**src/rtl/icts_pkg.sv**
```systemverilog
package icts_pkg;

    typedef enum logic [1:0] {
        ST_IDLE   = 2'd0,
        ST_WALK   = 2'd1,
        ST_REPORT = 2'd2
    } icts_state_e;

endpackage

```
**src/rtl/icts_tag_array.sv**
```systemverilog
module icts_tag_array #(
    parameter int WAYS  = 2,
    parameter int SETS  = 8,
    parameter int TAG_W = 4,
    localparam int IDX_W = $clog2(SETS),
    localparam int WAY_W = (WAYS > 1) ? $clog2(WAYS) : 1
) (
    input  logic                    clk,
    input  logic                    rst_n,
    input  logic                    flush,
    input  logic [IDX_W-1:0]        rd_idx,
    output logic [WAYS*TAG_W-1:0]   rd_tags,
    output logic [WAYS-1:0]         rd_valid,
    output logic [WAY_W-1:0]        rd_victim,
    input  logic                    upd_en,
    input  logic                    upd_fill,
    input  logic [WAY_W-1:0]        upd_way,
    input  logic [TAG_W-1:0]        upd_tag
);

    // Per-way storage: tag and valid bit for every set
    for (genvar g = 0; g < WAYS; g++) begin : g_way
        logic [TAG_W-1:0] tag_mem [SETS];
        logic [SETS-1:0]  vld_mem;
        logic             wr_here;

        assign wr_here = upd_en && upd_fill && (upd_way == WAY_W'(g));

        always_ff @(posedge clk or negedge rst_n) begin
            if (!rst_n)
                vld_mem <= '0;
            else if (flush)
                vld_mem <= '0;
            else if (wr_here)
                vld_mem[rd_idx] <= 1'b1;
        end

        always_ff @(posedge clk) begin
            if (!flush && wr_here)
                tag_mem[rd_idx] <= upd_tag;
        end

        assign rd_tags[g*TAG_W +: TAG_W] = tag_mem[rd_idx];
        assign rd_valid[g]               = vld_mem[rd_idx];
    end

    // Victim pointer per set: after touching way w, point past it
    logic [WAY_W-1:0] ptr_mem [SETS];
    logic [WAY_W-1:0] ptr_next;

    always_comb begin
        if (upd_way == WAY_W'(WAYS - 1))
            ptr_next = '0;
        else
            ptr_next = upd_way + WAY_W'(1);
    end

    always_ff @(posedge clk or negedge rst_n) begin
        if (!rst_n) begin
            for (int s = 0; s < SETS; s++) ptr_mem[s] <= '0;
        end else if (flush) begin
            for (int s = 0; s < SETS; s++) ptr_mem[s] <= '0;
        end else if (upd_en) begin
            ptr_mem[rd_idx] <= ptr_next;
        end
    end

    assign rd_victim = ptr_mem[rd_idx];

endmodule

```
**src/rtl/icts_lookup.sv**
```systemverilog
module icts_lookup #(
    parameter int WAYS  = 2,
    parameter int TAG_W = 4,
    localparam int WAY_W = (WAYS > 1) ? $clog2(WAYS) : 1
) (
    input  logic [WAYS*TAG_W-1:0] rd_tags,
    input  logic [WAYS-1:0]       rd_valid,
    input  logic [WAY_W-1:0]      rd_victim,
    input  logic [TAG_W-1:0]      req_tag,
    output logic [WAYS-1:0]       match,
    output logic                  hit,
    output logic [WAY_W-1:0]      sel_way
);

    for (genvar g = 0; g < WAYS; g++) begin : g_cmp
        assign match[g] = rd_valid[g] && (rd_tags[g*TAG_W +: TAG_W] == req_tag);
    end

    logic [WAY_W-1:0] hit_way;

    always_comb begin
        hit_way = '0;
        for (int w = WAYS - 1; w >= 0; w--) begin
            if (match[w]) hit_way = WAY_W'(w);
        end
    end

    assign hit     = |match;
    assign sel_way = hit ? hit_way : rd_victim;

endmodule

```
**src/rtl/icache_tag_sim.sv**
```systemverilog
module icache_tag_sim
    import icts_pkg::*;
#(
    parameter int WAYS         = 2,
    parameter int SETS         = 8,
    parameter int TAG_W        = 4,
    parameter int MISS_PENALTY = 4,
    parameter int ACC_W        = 16,
    localparam int IDX_W = $clog2(SETS),
    localparam int WAY_W = (WAYS > 1) ? $clog2(WAYS) : 1,
    localparam int CNT_W = $clog2(SETS + 1)
) (
    input  logic             clk,
    input  logic             rst_n,
    input  logic             flush,
    input  logic             acc_clear,
    input  logic             req_valid,
    output logic             req_ready,
    input  logic [TAG_W-1:0] req_tag,
    input  logic [IDX_W-1:0] req_first,
    input  logic [IDX_W-1:0] req_last,
    output logic             done,
    output logic [CNT_W-1:0] done_hits,
    output logic [CNT_W-1:0] done_misses,
    output logic [ACC_W-1:0] acc_cycles
);

    localparam logic [ACC_W:0]   PEN_EXT = (ACC_W + 1)'(MISS_PENALTY);
    localparam logic [ACC_W-1:0] ACC_MAX = '1;

    icts_state_e state_q, state_d;

    logic [TAG_W-1:0] tag_q;
    logic [IDX_W-1:0] cur_q, first_q, last_q;
    logic [CNT_W-1:0] hits_q, miss_q;
    logic [ACC_W-1:0] acc_q;

    logic [WAYS*TAG_W-1:0] rd_tags;
    logic [WAYS-1:0]       rd_valid, lk_match;
    logic [WAY_W-1:0]      rd_victim, sel_way;
    logic                  lk_hit;

    logic accept, step, at_last;

    assign accept  = (state_q == ST_IDLE) && req_valid;
    assign step    = (state_q == ST_WALK) && !flush;
    assign at_last = (cur_q == last_q);

    icts_tag_array #(.WAYS(WAYS), .SETS(SETS), .TAG_W(TAG_W)) u_array (
        .clk      (clk),
        .rst_n    (rst_n),
        .flush    (flush),
        .rd_idx   (cur_q),
        .rd_tags  (rd_tags),
        .rd_valid (rd_valid),
        .rd_victim(rd_victim),
        .upd_en   (step),
        .upd_fill (!lk_hit),
        .upd_way  (sel_way),
        .upd_tag  (tag_q)
    );

    icts_lookup #(.WAYS(WAYS), .TAG_W(TAG_W)) u_lookup (
        .rd_tags  (rd_tags),
        .rd_valid (rd_valid),
        .rd_victim(rd_victim),
        .req_tag  (tag_q),
        .match    (lk_match),
        .hit      (lk_hit),
        .sel_way  (sel_way)
    );

    // State register
    always_ff @(posedge clk or negedge rst_n) begin
        if (!rst_n) state_q <= ST_IDLE;
        else        state_q <= state_d;
    end

    // Transitions: accept, advance/stall, finish, release
    always_comb begin
        state_d = state_q;
        unique case (state_q)
            ST_IDLE:   if (req_valid)         state_d = ST_WALK;
            ST_WALK:   if (step && at_last)   state_d = ST_REPORT;
            ST_REPORT:                        state_d = ST_IDLE;
            default:                          state_d = ST_IDLE;
        endcase
    end

    // Outputs decoded from state
    always_comb begin
        req_ready = 1'b0;
        done      = 1'b0;
        unique case (state_q)
            ST_IDLE:   req_ready = 1'b1;
            ST_WALK:   ;
            ST_REPORT: done      = 1'b1;
            default:   ;
        endcase
    end

    // Request datapath
    always_ff @(posedge clk or negedge rst_n) begin
        if (!rst_n) begin
            tag_q   <= '0;
            cur_q   <= '0;
            first_q <= '0;
            last_q  <= '0;
            hits_q  <= '0;
            miss_q  <= '0;
        end else if (accept) begin
            tag_q   <= req_tag;
            cur_q   <= req_first;
            first_q <= req_first;
            last_q  <= req_last;
            hits_q  <= '0;
            miss_q  <= '0;
        end else if (step) begin
            cur_q <= cur_q + IDX_W'(1);
            if (lk_hit) hits_q <= hits_q + CNT_W'(1);
            else        miss_q <= miss_q + CNT_W'(1);
        end
    end

    // Penalty accumulator with clear and saturation
    logic [ACC_W:0] acc_sum;

    always_comb begin
        acc_sum = acc_clear ? '0 : {1'b0, acc_q};
        if (step && !lk_hit) acc_sum = acc_sum + PEN_EXT;
    end

    always_ff @(posedge clk or negedge rst_n) begin
        if (!rst_n)          acc_q <= '0;
        else if (acc_sum[ACC_W]) acc_q <= ACC_MAX;
        else                 acc_q <= acc_sum[ACC_W-1:0];
    end

    assign acc_cycles  = acc_q;
    assign done_hits   = hits_q;
    assign done_misses = miss_q;

    // Assertions
    logic [CNT_W:0] span_len;
    assign span_len = (CNT_W + 1)'(IDX_W'(last_q - first_q)) + (CNT_W + 1)'(1);

    AST_ACC_STEP: assert property (@(posedge clk) disable iff (!rst_n)
        !acc_clear |=> (acc_cycles == $past(acc_cycles))
                    || ({1'b0, acc_cycles} == {1'b0, $past(acc_cycles)} + PEN_EXT)
                    || (acc_cycles == ACC_MAX));

    AST_NO_DUP_TAG: assert property (@(posedge clk) disable iff (!rst_n)
        (state_q == ST_WALK) |-> $onehot0(lk_match));

    AST_FLUSH_MISS: assert property (@(posedge clk) disable iff (!rst_n)
        flush |=> !lk_hit);

    AST_DONE_TOTAL: assert property (@(posedge clk) disable iff (!rst_n)
        done |-> ((CNT_W + 1)'(done_hits) + (CNT_W + 1)'(done_misses) == span_len));

    AST_DONE_PULSE: assert property (@(posedge clk) disable iff (!rst_n)
        done |=> !done);

    AST_BUSY_AFTER_ACCEPT: assert property (@(posedge clk) disable iff (!rst_n)
        (req_valid && req_ready) |=> !req_ready);

endmodule

```
**config.mk**
```make
export PLATFORM = sky130hd
export DESIGN_NAME = icache_tag_sim
export DESIGN_NICKNAME = d
export VERILOG_FILES = /design/src/rtl/icts_pkg.sv /design/src/rtl/icts_tag_array.sv /design/src/rtl/icts_lookup.sv /design/src/rtl/icache_tag_sim.sv
export SDC_FILE = /design/constraint.sdc
export NUM_CORES = 1
export LEC_CHECK = 0
export BUFFER_PORTS_ARGS = -buffer_cell sky130_fd_sc_hd__buf_2
export CORE_MARGIN = 2
export CORE_UTILIZATION = 30
export DETAILED_ROUTE_END_ITERATION = 10
export GPL_ROUTABILITY_DRIVEN = 0
export GPL_TIMING_DRIVEN = 0
export MAX_ROUTING_LAYER = met4
export PLACE_DENSITY = 0.53
export SETUP_SLACK_MARGIN = 0.4
export SYNTH_ARGS = -nofsm -noshare
export SYNTH_HDL_FRONTEND = slang
export SYNTH_HIERARCHICAL = 1
export SYNTH_SLANG_ARGS = --single-unit
```
**constraint.sdc**
```tcl
create_clock -name clk -period 6.87 [get_ports clk]
set_input_delay 0.687 -clock clk [delete_from_list [all_inputs] [get_ports clk]]
set_output_delay 0.687 -clock clk [all_outputs]
set_load 0.01 [all_outputs]
```
==> flow_summary.toml, run 1 <==
[power]
peakVddDrop_v = 0.000149
power_leakage_uw = 0.00267
intPower_uw = 1840
clockPowerShare_pct = 34.9
swShare_pct = 31.0
switchingPower_uw = 826
combPwrFrac_pct = 26.0
seqPwrFrac_pct = 39.1
p_per_area_nw_per_um2 = 391
power_uw = 2660

[floorplanning]
die_w_um = 142
fp-row-count = 50
die_h_um = 142
io_pins = 41
coreArea_sq_um = 18600
start_util_pct = 30.5
dieArea_sq_um = 20100

[logic_synthesis]
synth_nets = 461
synth_cells = 442
yosys_warnings = 6
syn_area_sq_um = 5680
avgSynthCellArea_sq_um = 12.9

[route]
drc = 0
dr.pass1.iters = 4
vias_per_cell = 4.98
drt_iter0_drc = 199
vias = 3727
ant_nets = 0
routed_wl_um = 12700
wl_per_cell_um = 16.9

[worst_setup_path]
crit_type = "register to register"
required_ns = 7.00
crit_path_end_kind = "register"
reg2regPathDepth = 14
arrival_ns = 4.20
path_max_fanout = 10
start_kind = "register"

[cts]
htreeDepth = 4
tritoncts = "yes"
clk_pin_slew_ns = 0.06
clkLatencyLatePin_ns = 0.41
cts.repair.resized = 0
cts_root_buffer = "clkbuf_16"
clk_path_buf_depth = 2
cts_setup_buffers = 0
numCtsBuffers = 17
cts_sinks = 123
postCtsHoldBufs = 0

[placement]
preCtsSetupSlack_ns = 2.80
numPortBuffers = 40
hpwlAfterDp_um = 8750

[global_routing]
first_global_vias = 3909
grt_first_pass_wirelength_um = 20400
grt_use_total_pct = 13.8
grt.overflow.total = 0
antenna_found_initial = 0
grt_max_degree = 60

[timing]
rsz0062_at_grt = "false"
skew_ns = 0.00819
slew_headroom_pct = 45.8
post-route-min-period_ns = 4.07
fin_crit_sh_pct = 59.3
setup_tns_ns = 0
slew_viol_final = 0
fin_ws_ns = 2.80
final_hold_viol_count = 0
worst_pin_slew_ns = 0.801
setup_viol = 0
timing.fmax_mhz = 245

[finish]
antenna_cells = 0
drive_gt1_share_pct = 22.4
syn2layout_area_growth_pct = 19.7
final_nets = 520

[outcome]
status = "finished, final reports clean"

[flow_run]
max-cap-violations = 0

[min_path]
hold_class = "primary input to async pin"
-- routing by layer --
layer / track usage (%) / routed length [um] / up-vias
met2: 21.9 / 6180 / 95
met5: - / 0 / -
li1: - / - / 1758
met3: 2.90 / 449 / 15
met1: 17.3 / 5830 / 1859
met4: 5.84 / 192 / 0
-- sequential cells by signal, summed over array words and instances, names as in the netlist --
name	flops
tag_q	4
u_array/ptr_mem	8
done_hits	4
last_q	3
u_array/g_way.vld_mem	16
u_array/g_way.tag_mem	64
cur_q	3
acc_cycles	15
done_misses	4
state_q	2
-- worst paths after layout --
path                             from                              to  slack, ns
min reg2reg                 last_q[0]                       last_q[0]       0.50
max in group asynchronous       rst_n              u_array/ptr_mem[5]       6.01
max                          cur_q[2]  u_array/g_way[1].tag_mem[3][0]       2.80
min in group clk           req_tag[1]                        tag_q[1]       0.47
min                             rst_n                    done_hits[1]       0.36
max reg2reg                  cur_q[2]  u_array/g_way[1].tag_mem[3][0]       2.80
-- final cells by class --
class	count	area, sq um
fill	1815	11800
sequential	123	3400
multi-input combinational	268	2050
clock buffer	17	425
tap	234	293
timing repair buffer	40	203
clock inverter	15	199
buffer	25	134
inverter	26	97.6
-- critical path: stages (launching register included) --
cell and delay [ns]:
dfrtp_1 0.39, clkbuf_1 0.41, buf_2 0.38, mux4_2 0.36, mux2_2 0.27, inv_1 0.07, o221ai_1 0.10, or4_4 0.59
o21ai_0 0.13, buf_4 0.23, inv_1 0.07, nand4b_1 0.11, or2_2 0.11, clkbuf_1 0.34, nor2_1 0.22
-- layout by cell type (no fill, tap or decap), types with 10 or more instances in the layout --
cell type	count
clkbuf_1	14
a21oi_1	17
xor2_1	10
inv_1	25
mux4_2	12
edfxtp_1	64
or3_1	10
dfrtp_1	59
clkbuf_16	17
nand2_1	43
buf_2	46
o21ai_0	20
o22ai_1	17
nor2_1	30
-- per-stage QoR --
stage / cell area [sq um] / std cells / hold WS, ns / util (%)
6_report: 6800 / 748 / 0.361 / 36.5
5_1_grt: 6800 / 748 / 0.406 / 36.5
4_1_cts: 6800 / 748 / 0.457 / 36.5
3_5_place_dp: 6170 / 716 / 0.491 / 33.1
3_3_place_gp: 6170 / 716 / 0.480 / 33.1
2_1_floorplan: 5680 / 442 / 0.391 / -
-- power groups by stage --
stage               Combinational, uW  Clock (uW)  Sequential (uW)
global placement                  685           0             1050
finish                            693         928             1040
detailed placement                700           0             1050
floorplan                         519           0             1010
global route                      762         979             1060
CTS                               704         944             1040
Note: power is estimated with default switching activity, not from simulation.
==> run 2, diff against run 1 <==
--- a/config.mk
+++ b/config.mk
@@ -5,6 +5,7 @@
 export SDC_FILE = /design/constraint.sdc
 export NUM_CORES = 1
 export LEC_CHECK = 0
+export ABC_AREA = 1
 export BUFFER_PORTS_ARGS = -buffer_cell sky130_fd_sc_hd__buf_2
 export CORE_MARGIN = 2
 export CORE_UTILIZATION = 30
@@ -12,7 +13,7 @@
 export GPL_ROUTABILITY_DRIVEN = 0
 export GPL_TIMING_DRIVEN = 0
 export MAX_ROUTING_LAYER = met4
-export PLACE_DENSITY = 0.53
+export PLACE_DENSITY = 0.55
 export SETUP_SLACK_MARGIN = 0.4
 export SYNTH_ARGS = -nofsm -noshare
 export SYNTH_HDL_FRONTEND = slang
==> constraint.sdc (replaced) <==
create_clock -name clk -period 3.61 [get_ports clk]
set_input_delay 0.361 -clock clk [delete_from_list [all_inputs] [get_ports clk]]
set_output_delay 0.361 -clock clk [all_outputs]
set_load 0.01 [all_outputs]
==> run 2 against run 1 <==
  * Die area increased by 6.8%
  * Worst hold slack got worse by 0.35 ns
  * Via count increased by 26%
  * Core utilization increased by 0.61 points
  * Clock power increased by 100%
  * Combinational power increased to 2.6 times the previous value
  * Non-clock buffer count increased by 5
  * Sequential share of layout area decreased by 4.2 points
  * Power increased by 110%
  * Largest power group unchanged
  * Highest routed layer unchanged
==> flow_summary.toml, run 2 <==
[outcome]
status = "finished, final reports clean"

[flow_run]
max-cap-violations = 0

[timing]
setup_tns_ns = 0
timing.fmax_mhz = 332
slew_headroom_pct = 50.3
post-route-min-period_ns = 3.02
setup_viol = 0
fin_ws_ns = 0.593
hold_slack_ns = 0.0108
worst_pin_slew_ns = 0.746
skew_ns = 0.00824
rsz0062_at_grt = "true"
final_hold_viol_count = 0
slew_viol_final = 0
fin_crit_sh_pct = 83.6

[global_routing]
grt_use_total_pct = 14.8
antenna_found_initial = 0
grt.overflow.total = 0
grt_first_pass_wirelength_um = 24000
grt_max_degree = 60
first_global_vias = 4676

[placement]
place_area_sq_um = 6620
numPlacedInstances = 1023
preCtsSetupSlack_ns = -0.278
hpwlAfterDp_um = 10100
numPortBuffers = 40

[floorplanning]
die_w_um = 146
io_pins = 41
fp-row-count = 52
die_h_um = 146
coreArea_sq_um = 20000
dieArea_sq_um = 21400
start_util_pct = 30.3

[finish]
mostFrequentLayoutCells = "nand2_1 (317), edfxtp_1 (64), dfrtp_1 (58)"
top_register = "u_array/g_way.tag_mem"
largest_reg_flops = 64
drive_gt1_share_pct = 19.9
final_common_cell = "nand2_1"
antenna_cells = 0
final_nets = 793
final_area_sq_um = 7430
syn2layout_area_growth_pct = 22.2
stdcell_count = 1057

[worst_setup_path]
required_ns = 3.71
reg2regPathDepth = 19
crit_type = "register to register"
start_kind = "register"
path_max_fanout = 10
arrival_ns = 3.12
crit_path_end_kind = "register"

[logic_synthesis]
synth_cells = 713
synth_nets = 732
syn_area_sq_um = 6080
avgSynthCellArea_sq_um = 8.53
yosys_warnings = 6

[power]
power_leakage_uw = 0.00345
peakVddDrop_v = 0.000373
p_per_area_nw_per_um2 = 763

[cts]
clk_pin_slew_ns = 0.06
tritoncts = "yes"
htreeDepth = 4
cts_root_buffer = "clkbuf_16"
cts_sinks = 123
clk_path_buf_depth = 2
clkLatencyLatePin_ns = 0.42
numCtsBuffers = 17
postCtsHoldBufs = 0

[route]
drc = 0
dr.pass1.iters = 5
wl_per_cell_um = 13.8
ant_nets = 0
routed_wl_um = 14600
vias = 4679
vias_per_cell = 4.43
drt_iter0_drc = 329

[min_path]
hold_class = "primary input to async pin"
-- run 2: changes by cell type in the layout (fill, tap and decap cells not counted), sizes merged, moves of 12 or more --
cell	before	now
o22ai	17	0
inv	27	57
nand3	8	27
a21oi	17	5
buf	51	65
nand2	43	321
o21ai	20	33
mux4	20	0
nor2	30	82
-- run 2: layer usage --
layer  wire length [um]  track usage [%]  vias up
li1                   -                -     2396
met1               6810             18.8     2178
met2               7010             23.3       88
met3                560             3.50       17
met4                181             5.00        0
met5                  0                -        -
-- run 2: area by class of cell --
type	instances	area [sq um]
repair buffers	42	218
clock buffers	17	425
multi-input cells	506	2420
inverters	56	210
clock inverters	15	223
flip-flops and latches	123	3400
plain buffers	28	196
well taps	270	338
fillers	2094	12600
-- run 2: final timing paths --
path,from,slack [ns],to
worst max-delay path,cur_q[0],0.59,u_array/g_way[1].tag_mem[4][2]
worst min-delay path,rst_n,0.01,done_hits[0]
worst max register to register,cur_q[0],0.59,u_array/g_way[1].tag_mem[4][2]
worst min register to register,done_misses[3],0.46,done_misses[3]
max in group asynchronous,rst_n,3.09,cur_q[1]
min in group clk,req_tag[1],0.14,tag_q[1]
-- run 2: what timing repair did --
| item | in CTS | in global routing |
|---|---|---|
| endpoints found under the setup margin | 101 | 68 |
| gates cloned | 0 | 0 |
| gates resized for setup | 10 | 35 |
| endpoints found under the hold margin | 0 | 0 |
| buffers inserted | 1 | 1 |
| pin swaps | 0 | 1 |
-- run 2: critical path: stages, from the launching register on --
cell and delay, ns:
dfrtp_1 0.40, buf_4 0.16, inv_2 0.06, buf_6 0.15, buf_6 0.19, nand2_1 0.08, nand2_1 0.06, nand2_1 0.04
nand2_1 0.10, nand2_1 0.06, nand2_1 0.07, inv_1 0.04, nand2_1 0.05, nand2_1 0.06, nor2_1 0.11, nand3_2 0.17
a21oi_4 0.21, nand4_1 0.17, buf_4 0.25, nor2_2 0.25
-- run 2: per-stage QoR --
| step | util [%] | total power, uW |
|---|---|---|
| after floorplan | - | 3180 |
| after global placement | 33.0 | 3730 |
| after detailed placement | 33.0 | 3740 |
| after CTS | 36.4 | 5640 |
| after global routing | 37.1 | 6030 |
| final | 37.1 | 5670 |
-- run 2: power breakdown --
part / leakage [uW] / internal, uW / switching, uW
logic: 0.00176 / 579 / 1230
clock network: 0.000321 / 1220 / 644
registers: 0.00137 / 1750 / 245
==> run 3, diff against run 2 <==
--- a/config.mk
+++ b/config.mk
@@ -13,7 +13,7 @@
 export GPL_ROUTABILITY_DRIVEN = 0
 export GPL_TIMING_DRIVEN = 0
 export MAX_ROUTING_LAYER = met4
-export PLACE_DENSITY = 0.55
+export PLACE_DENSITY = 0.53
 export SETUP_SLACK_MARGIN = 0.4
 export SYNTH_ARGS = -nofsm -noshare
 export SYNTH_HDL_FRONTEND = slang
==> constraint.sdc (replaced) <==
create_clock -name clk -period 3.1 [get_ports clk]
set_input_delay 0.31 -clock clk [delete_from_list [all_inputs] [get_ports clk]]
set_output_delay 0.31 -clock clk [all_outputs]
set_load 0.01 [all_outputs]
==> run 3 against run 2 <==
  * The run now ends with negative hold slack left
  * Maximum frequency up 7.8%
  * Non-clock buffer count up 37
  * Combinational power up 49%
  * Critical path depth up 1
  * Clock power up 5%
  * Power up 23%
==> flow_summary.toml, run 3 (synthesis gave the netlist of run 2 again) <==
[route]
vias_per_cell = 4.48
routed_wl_um = 15600
wl_per_cell_um = 14.2
dr.pass1.iters = 5
ant_nets = 0
drt_iter0_drc = 339
drc = 0
vias = 4900

[cts]
cts_sinks = 123
clk_path_buf_depth = 2
postCtsHoldBufs = 0
htreeDepth = 4
clk_pin_slew_ns = 0.06
tritoncts = "yes"
clkLatencyLatePin_ns = 0.41
numCtsBuffers = 17
cts_root_buffer = "clkbuf_16"

[worst_setup_path]
cp_cell_sequence = "buf_6 > inv_4 > buf_12 > buf_8 > nand2_1 > nand2_1 > nand2_1 > nand2_1 > nand2_1 > nand2_1 > inv_1 > nand2_1 > nand2_1 > nor2_2 > nand3_4 > a21oi_4 > nand4_1 > buf_4 > clkbuf_16 > nor2_4"
crit_family = "simple AND/OR/NAND/NOR gates"
crit_type = "register to register"
arrival_ns = 2.91
path_max_fanout = 7
crit_path_end_kind = "register"
required_ns = 3.21
crit_buf_inv = 7
cp_slowest_stage_delay_ns = 0.39
crit_path_frequent_cell = "nand2_1"
start_kind = "register"
slowest_stage = "dfrtp_1"

[global_routing]
antenna_found_initial = 0
grt_first_pass_wirelength_um = 25200
grt_use_total_pct = 15.6
first_global_vias = 4795
grt.overflow.total = 0
grt_max_degree = 60

[power]
power_uw = 6990
power_leakage_uw = 0.00369
peakVddDrop_v = 0.000559
p_per_area_nw_per_um2 = 867

[placement]
hpwlAfterDp_um = 10200
numPortBuffers = 40
preCtsSetupSlack_ns = -0.471

[timing]
post-route-min-period_ns = 2.80
hold_slack_ns = -0.0378
worst_pin_slew_ns = 0.800
slew_headroom_pct = 46.7
fin_crit_sh_pct = 90.3
skew_ns = 0.0112
slew_viol_final = 0
rsz0062_at_grt = "true"
final_hold_viol_count = 33
timing.fmax_mhz = 357
setup_viol = 0
fin_ws_ns = 0.301

[floorplanning]
die_h_um = 146
io_pins = 41
dieArea_sq_um = 21400
fp-row-count = 52
coreArea_sq_um = 20000
start_util_pct = 30.3
die_w_um = 146

[finish]
syn2layout_area_growth_pct = 32.6
final_common_cell = "nand2_1"
top_register = "u_array/g_way.tag_mem"
antenna_cells = 0
mostFrequentLayoutCells = "nand2_1 (295), edfxtp_1 (64), dfrtp_1 (58)"
final_nets = 830
largest_reg_flops = 64
drive_gt1_share_pct = 29.2

[min_path]
hold_class = "primary input to async pin"

[flow_run]
max-cap-violations = 0

[outcome]
status = "complete, but fails checks"
violations = "negative hold slack"
run 3: cell types whose count changed in the layout (fill, tap and decap cells not counted), sizes merged:
cell | previous run | this run
buf | 65 | 101
bufinv | 5 | 3
clkbuf | 22 | 23
clkinv | 9 | 8
clkinvlp | 0 | 4
inv | 57 | 56
run 3: metrics by stage:
step	cells	hold slack (ns)	util (%)	instance area, sq um	setup TNS, ns
2_1_floorplan	713	0.0144	-	6080	0
3_3_place_gp	1023	0.457	33.0	6620	-27.38
3_5_place_dp	1023	0.451	33.0	6620	-29.76
4_1_cts	1077	0.0819	38.7	7750	0
5_1_grt	1094	0.0348	40.2	8070	0
6_report	1094	-0.0378	40.2	8070	0
run 3: timing repair:
item	4_1_cts	5_1_grt
endpoints found under the setup margin	111	102
buffers inserted	18	17
pin swaps	21	26
gates resized for setup	77	71
cloned	4	0
run 3: area by class of cell:
type	count	area, sq um
fill	2037	12000
sequential	123	3400
multi-input combinational	506	2630
timing repair buffer	79	636
clock buffer	17	425
tap	270	338
buffer	28	264
inverter	56	215
clock inverter	15	156
run 3: where the power goes:
| part | switching, uW | total (uW) | internal (uW) |
|---|---|---|---|
| Combinational | 1640 | 2700 | 1060 |
| Clock | 713 | 1960 | 1240 |
| Sequential | 295 | 2330 | 2030 |
| Total | 2650 | 6990 | 4340 |
run 3: layer usage:
metal | GRT usage, % | share of wire [%] | up-vias
li1 | - | - | 2462
met1 | 20.2 | 46 | 2326
met2 | 25.2 | 49 | 100
met3 | 3.44 | 4.1 | 12
met4 | 3.69 | 0.69 | 0
met5 | - | 0 | -
run 3: final timing paths:
kind                                      from                        endpoint  slack (ns)  cells past startpoint
worst max-delay path                  cur_q[0]  u_array/g_way[1].tag_mem[3][0]        0.30                     20
worst min-delay path                     rst_n                    done_hits[1]       -0.04                      1
worst max register to register        cur_q[0]  u_array/g_way[1].tag_mem[3][0]        0.30                     20
worst min register to register  done_misses[3]                  done_misses[3]        0.47                      1
max in group asynchronous                rst_n                        cur_q[1]        2.60                      1
min in group clk                    req_tag[1]                        tag_q[1]        0.09                      3
